--- config.mk ---
export PLATFORM = sky130hd
export DESIGN_NAME = ccx_channel
export DESIGN_NICKNAME = d
export VERILOG_FILES = /design/src/rtl/ccx_pkg.sv /design/src/rtl/ccx_decode.sv /design/src/rtl/ccx_sync.sv /design/src/rtl/ccx_compare.sv /design/src/rtl/ccx_channel.sv
export SDC_FILE = /design/constraint.sdc
export NUM_CORES = 1
export LEC_CHECK = 0
export ABC_AREA = 1
export CAP_MARGIN = 20
export CORE_MARGIN = 5
export CORE_UTILIZATION = 40
export CTS_BUF_LIST = sky130_fd_sc_hd__clkbuf_8
export CTS_CLUSTER_DIAMETER = 100
export CTS_CLUSTER_SIZE = 40
export DETAILED_ROUTE_END_ITERATION = 10
export PLACE_DENSITY = 0.64
export SYNTH_ARGS = -nofsm -noshare
export SYNTH_HDL_FRONTEND = slang
export SYNTH_SLANG_ARGS = --single-unit
--- constraint.sdc ---
create_clock -name clk -period 2.05 [get_ports clk]
set_clock_uncertainty 0.2 [all_clocks]
set_input_delay 0.41 -clock clk [delete_from_list [all_inputs] [get_ports clk]]
set_output_delay 0.41 -clock clk [all_outputs]
set_load 0.1 [all_outputs]
--- src/rtl/ccx_pkg.sv ---
package ccx_pkg;
  typedef enum logic [2:0] {
    CM_IDLE,
    CM_CAPTURE,
    CM_TIMER,
    CM_HSO,
    CM_FREQ,
    CM_PWMN,
    CM_PWM16
  } ccx_mode_e;

  typedef struct packed {
    ccx_mode_e mode;
    logic      cmp_en;
    logic      rise_en;
    logic      fall_en;
    logic      match_en;
    logic      irq_en;
  } ccx_ctl_t;
endpackage

--- src/rtl/ccx_decode.sv ---
module ccx_decode
  import ccx_pkg::*;
(
  input  logic [7:0] mode_i,
  output ccx_ctl_t   ctl_o
);
  always_comb begin
    ctl_o.cmp_en   = mode_i[6];
    ctl_o.rise_en  = mode_i[5];
    ctl_o.fall_en  = mode_i[4];
    ctl_o.match_en = mode_i[3];
    ctl_o.irq_en   = mode_i[0];
    if (mode_i[3:1] == 3'b000 && (mode_i[5] || mode_i[4]))
      ctl_o.mode = CM_CAPTURE;
    else if (mode_i[3:1] == 3'b100)
      ctl_o.mode = CM_TIMER;
    else if (mode_i[3:1] == 3'b110)
      ctl_o.mode = CM_HSO;
    else if (mode_i[3:1] == 3'b011)
      ctl_o.mode = CM_FREQ;
    else if (mode_i[2:1] == 2'b01)
      ctl_o.mode = mode_i[7] ? CM_PWM16 : CM_PWMN;
    else
      ctl_o.mode = CM_IDLE;
  end
endmodule

--- src/rtl/ccx_sync.sv ---
module ccx_sync #(
  parameter int STAGES = 2
) (
  input  logic clk,
  input  logic rst_n,
  input  logic d_i,
  output logic rise_o,
  output logic fall_o
);
  logic [STAGES:0] sh;

  for (genvar g = 0; g <= STAGES; g++) begin : g_stage
    if (g == 0) begin : g_first
      always_ff @(posedge clk or negedge rst_n)
        if (!rst_n) sh[0] <= 1'b0;
        else        sh[0] <= d_i;
    end else begin : g_next
      always_ff @(posedge clk or negedge rst_n)
        if (!rst_n) sh[g] <= 1'b0;
        else        sh[g] <= sh[g-1];
    end
  end

  assign rise_o = sh[STAGES-1] & ~sh[STAGES];
  assign fall_o = ~sh[STAGES-1] & sh[STAGES];
endmodule

--- src/rtl/ccx_compare.sv ---
module ccx_compare #(
  parameter int CNT_W  = 16,
  parameter int BASE_W = 8,
  parameter int LEN_W  = 2
) (
  input  logic [CNT_W-1:0] cnt_i,
  input  logic [CNT_W-1:0] cmp_i,
  input  logic [LEN_W-1:0] len_i,
  input  logic             wide_i,
  output logic             eq_o,
  output logic             ge_o,
  output logic             wrap_o
);
  logic [CNT_W-1:0] mask;
  logic [CNT_W-1:0] cnt_lo;
  logic [CNT_W-1:0] cmp_lo;

  always_comb begin
    for (int b = 0; b < CNT_W; b++)
      mask[b] = wide_i || (b < BASE_W + int'(len_i));
  end

  assign cnt_lo = cnt_i & mask;
  assign cmp_lo = cmp_i & mask;
  assign eq_o   = (cnt_lo == cmp_lo);
  assign ge_o   = (cnt_lo >= cmp_lo);
  assign wrap_o = (cnt_lo == '0);
endmodule

--- src/rtl/ccx_channel.sv ---
module ccx_channel
  import ccx_pkg::*;
#(
  parameter int CNT_W       = 16,
  parameter int BASE_W      = 8,
  parameter int LEN_W       = 2,
  parameter int SYNC_STAGES = 2,
  localparam int CFG_W      = LEN_W + 2,
  localparam int HALF_W     = CNT_W / 2
) (
  input  logic             clk,
  input  logic             rst_n,
  input  logic [7:0]       mode_i,
  input  logic [CFG_W-1:0] pwm_cfg_i,
  input  logic [CNT_W-1:0] cnt_i,
  input  logic             cap_pin_i,
  input  logic             reg_wr_i,
  input  logic [CNT_W-1:0] reg_wdata_i,
  output logic [CNT_W-1:0] reg_rdata_o,
  input  logic             clr_i,
  output logic             out_pin_o,
  output logic             flag_o,
  output logic             irq_o
);
  ccx_ctl_t ctl;
  logic [LEN_W-1:0] len;
  logic ovf_ie, arl_sel;
  logic cap_rise, cap_fall;
  logic cmp_eq, cmp_ge, cnt_wrap;
  logic [CNT_W-1:0] cmp_q, cmp_n, arl_q, arl_n;
  logic pin_q, pin_n, flag_q, ovf_q;
  logic set_ev, set_ovf;
  logic is_pwm, is_short, use_arl, reload, tmr_hit, frq_hit;

  assign len     = pwm_cfg_i[LEN_W-1:0];
  assign ovf_ie  = pwm_cfg_i[LEN_W];
  assign arl_sel = pwm_cfg_i[LEN_W+1];

  ccx_decode u_dec (.mode_i(mode_i), .ctl_o(ctl));

  ccx_sync #(.STAGES(SYNC_STAGES)) u_sync (
    .clk(clk), .rst_n(rst_n), .d_i(cap_pin_i),
    .rise_o(cap_rise), .fall_o(cap_fall)
  );

  ccx_compare #(.CNT_W(CNT_W), .BASE_W(BASE_W), .LEN_W(LEN_W)) u_cmp (
    .cnt_i(cnt_i), .cmp_i(cmp_q), .len_i(len),
    .wide_i(ctl.mode == CM_PWM16),
    .eq_o(cmp_eq), .ge_o(cmp_ge), .wrap_o(cnt_wrap)
  );

  assign is_short = (ctl.mode == CM_PWMN);
  assign is_pwm   = is_short || (ctl.mode == CM_PWM16);
  assign use_arl  = arl_sel && is_short && (len != '0);
  assign reload   = is_short && (len != '0) && cnt_wrap;
  assign tmr_hit  = ctl.cmp_en && (cnt_i == cmp_q);
  assign frq_hit  = ctl.cmp_en && (cnt_i[HALF_W-1:0] == cmp_q[HALF_W-1:0]);

  always_comb begin
    cmp_n   = cmp_q;
    arl_n   = arl_q;
    pin_n   = pin_q;
    set_ev  = 1'b0;
    set_ovf = 1'b0;
    unique case (ctl.mode)
      CM_CAPTURE: begin
        if ((cap_rise && ctl.rise_en) || (cap_fall && ctl.fall_en)) begin
          cmp_n  = cnt_i;
          set_ev = 1'b1;
        end
      end
      CM_TIMER: begin
        set_ev = tmr_hit && ctl.match_en;
      end
      CM_HSO: begin
        if (tmr_hit) begin
          pin_n  = ~pin_q;
          set_ev = ctl.match_en;
        end
      end
      CM_FREQ: begin
        if (frq_hit) begin
          pin_n = ~pin_q;
          cmp_n[HALF_W-1:0] = cmp_q[HALF_W-1:0] + cmp_q[CNT_W-1:HALF_W];
        end
      end
      CM_PWMN, CM_PWM16: begin
        pin_n   = ctl.cmp_en && cmp_ge;
        set_ev  = ctl.cmp_en && cmp_eq && ctl.match_en;
        set_ovf = is_short && cnt_wrap;
        if (reload) cmp_n = arl_q;
      end
      default: ;
    endcase
    if (reg_wr_i) begin
      if (use_arl) arl_n = reg_wdata_i;
      else         cmp_n = reg_wdata_i;
    end
  end

  always_ff @(posedge clk or negedge rst_n) begin
    if (!rst_n) begin
      cmp_q  <= '0;
      arl_q  <= '0;
      pin_q  <= 1'b0;
      flag_q <= 1'b0;
      ovf_q  <= 1'b0;
    end else begin
      cmp_q  <= cmp_n;
      arl_q  <= arl_n;
      pin_q  <= pin_n;
      flag_q <= set_ev  || (flag_q && !clr_i);
      ovf_q  <= set_ovf || (ovf_q && !clr_i);
    end
  end

  assign reg_rdata_o = use_arl ? arl_q : cmp_q;
  assign out_pin_o   = pin_q;
  assign flag_o      = flag_q;
  assign irq_o       = (flag_q && ctl.irq_en) || (ovf_q && ovf_ie);

  assert_pwm_off_R8: assert property (@(posedge clk) disable iff (!rst_n)
    (is_pwm && !mode_i[6]) |=> !out_pin_o);

  assert_no_toggle_R8: assert property (@(posedge clk) disable iff (!rst_n)
    ((ctl.mode == CM_HSO || ctl.mode == CM_FREQ) && !mode_i[6]) |=> $stable(out_pin_o));

  assert_timer_pin_R4: assert property (@(posedge clk) disable iff (!rst_n)
    (ctl.mode == CM_TIMER) |=> $stable(out_pin_o));

  assert_reload_R9: assert property (@(posedge clk) disable iff (!rst_n)
    (reload && !reg_wr_i) |=> (cmp_q == $past(arl_q)));

  assert_capture_flag_R3: assert property (@(posedge clk) disable iff (!rst_n)
    (ctl.mode == CM_CAPTURE && ctl.rise_en && cap_rise) |=> (flag_o && cmp_q == $past(cnt_i)));

  assert_clear_R11: assert property (@(posedge clk) disable iff (!rst_n)
    (clr_i && !set_ev) |=> !flag_o);
endmodule

==> results.toml <==
[pwr]
p_leak_uw = 0.00320
power_uw = 3940
ir_worst_vdd_uv = 463
power.density_mw_per_mm2 = 608

[outcome]
violations = "setup timing"
status = "complete, but fails checks"

[cells_and_area]
drive_gt1_frac = 0.441
synthToLayoutAreaGrowth_pct = 89.8
multi_input_area_mm2 = 0.00289
fillers = 561
register_area_um2 = 956
diodes = 0
nets = 787

[clocking]
cts.sinks = 38
clockBufferDepth = 2
cts_tree = "done"
clkTransAtPathRegs_ps = 80
cts_root_buffer = "clkbuf_8"
clkLatencyLatePin_ps = 300
cts_max_level = 2
numCtsBuffers = 5

[timing]
tightest_slew_ps = 534
drv_slew = 0
setup_slack_ps = -166
finalSetupViolCount = 21
slew_headroom = 0.644
hold_viol_final = 0
fin_crit_sh = 1.08
period_needed_ps = 2220
max_freq_mhz = 451
rsz0062_at_grt = "true"
fin_hold_ws_ps = 165

[yosys]
syn-cell-area_mm2 = 0.00342
syn_nets = 598
synth_warnings = 0
synth_cell_types = 32
seq_area_frac_synth = 0.278
avgSynthCellArea_um2 = 6.51
synth_cells = 525
ys_ff_latch = 38

[place]
gp_congestion = 0.983
port_buffers = 67
place_hpwl_um = 10100
dp_slack_ps = -801

[setup_path]
worstPathMaxFanout = 5
path_class = "in2out"
crit_path_end_kind = "output port"
cp.required_ps = 1440
cp-start-kind = "input pin"
arrival_ps = 1610

[floorplanning]
pin_count = 68
floorplan.initialDensity = 0.414
core_area_mm2 = 0.00826
die-width_um = 102
die_h_um = 102
dieArea_mm2 = 0.0105
num_rows = 33

[route]
via_per_inst = 5.41
routed_wl_um = 14500
drt_iter0_markers = 341
wire_per_inst_um = 17.8
firstDrtPassIters = 5
drc = 0
vias = 4429
drtAntennaViolNets = 0

[global_routing]
antenna_found_initial = 0
grt_pass1_wl_um = 21200
grt_pass1_vias = 4398
grt_max_degree = 39
track_usage = 0.262
grt-ovfl-total = 0

[worst_hold_path]
hold_path.class = "reg2reg"

[run]
drv_cap = 0
[worst paths after layout]
path | from | endpoint | slack (ps) | depth (start not counted)
setup / recovery | mode_i[1] | reg_rdata_o[8] | -170 | 12
hold / removal | u_sync.sh[0] | u_sync.sh[1] | 170 | 0
setup reg to reg | cmp_q[0] | out_pin_o | -80 | 9
hold reg to reg | u_sync.sh[0] | u_sync.sh[1] | 170 | 0
max in group asynchronous | rst_n | flag_o | 750 | 3
min in group asynchronous | rst_n | u_sync.sh[1] | 490 | 3
[sequential cells by signal (all words and copies together) (netlist names)]
register,count
out_pin_o,1
arl_q,16
ovf_q,1
u_sync.sh,3
flag_o,1
cmp_q,16
[cells in the mapped netlist (all sizes together)]
cell type,instances,area share
a22o,1,0.0026
inv,76,0.083
buf,7,0.010
fa,1,0.0059
and2,1,0.0018
nor3,4,0.0073
nand2,161,0.18
nand4,9,0.016
o21bai,1,0.0022
nand3,22,0.037
dfrtp,38,0.28
o21ai,52,0.076
nor2,51,0.066
clkbuf,5,0.0055
o211ai,19,0.042
mux2,6,0.020
a21oi,30,0.044
o21a,1,0.0022
or2,2,0.0037
nand3b,2,0.0044
xnor2,2,0.0051
ha,23,0.084
a22oi,9,0.020
xor2,2,0.0051
[cell families after synthesis]
| logic type | share of synthesized area |
|---|---|
| xor gates and xnor gates | 0.0102 |
| AOI/OAI and AO/OA | 0.188 |
| buffers and inverters | 0.0992 |
| DFF | 0.278 |
| adders and majority gates | 0.0900 |
| and+or+nand+nor | 0.314 |
| muxes | 0.0198 |
[stage by stage]
stage / cells / area (um2) / util / setup TNS, ps
floorplan: 525 / 3670 / - / -2050
global placement: 785 / 5420 / 0.657 / -29350
detailed placement: 785 / 5420 / 0.657 / -31580
CTS: 808 / 6010 / 0.727 / -2200
global route: 819 / 6490 / 0.786 / -4190
finish: 819 / 6490 / 0.786 / -2380
[report_power, final]
group | switching [uW] | leakage, uW | internal, uW
Clock | 309 | 0.0000573 | 390
Sequential | 141 | 0.000454 | 869
Combinational | 1260 | 0.00268 | 975
[critical path, stage by stage]
cell       delay [ps]
buf_8              80
buf_12            110
inv_16             30
nor2_8             80
inv_4              50
nor2_4            100
nand3_4           120
inv_8             120
clkbuf_16         160
buf_12            110
o21ai_4            60
buf_12            170
[routing by layer]
layer / wire length (um) / GRT usage
met1: 5910 / 0.337
met2: 6930 / 0.428
met3: 1040 / 0.0423
met4: 654 / 0.123
met5: 0 / 0
[cell type report]
class | count | share of cell area
Inverter | 76 | 0.0492
Clock inverter | 1 | 0.00463
Timing Repair Buffer | 194 | 0.321
Tap cell | 105 | 0.0202
Sequential cell | 38 | 0.147
Clock buffer | 6 | 0.0127
Multi-Input combinational cell | 399 | 0.445
[what timing repair did]
item | CTS | global route
gates cloned | 3 | 1
pin swaps | 31 | 54
resized for setup | 108 | 120
buffers inserted | 12 | 10
hold buffers | 1 | 0
endpoints found under the hold margin | 17 | 0
endpoints found under the setup margin | 51 | 34
[cells in the final DEF, fill, tap and decap left out, types with 13 or more instances in the layout]
cell type / count
nor2_4: 15
nand2_1: 130
o21ai_1: 18
inv_1: 48
nand2_4: 13
inv_2: 22
clkdlybuf4s50_1: 25
ha_4: 14
a21oi_1: 21
nand2_2: 18
buf_4: 91
buf_12: 30
nor2_1: 31
o211ai_1: 19
o21ai_0: 15
buf_6: 20
o21ai_4: 16
dfrtp_1: 34
Note: power is estimated with default switching activity, not from simulation.
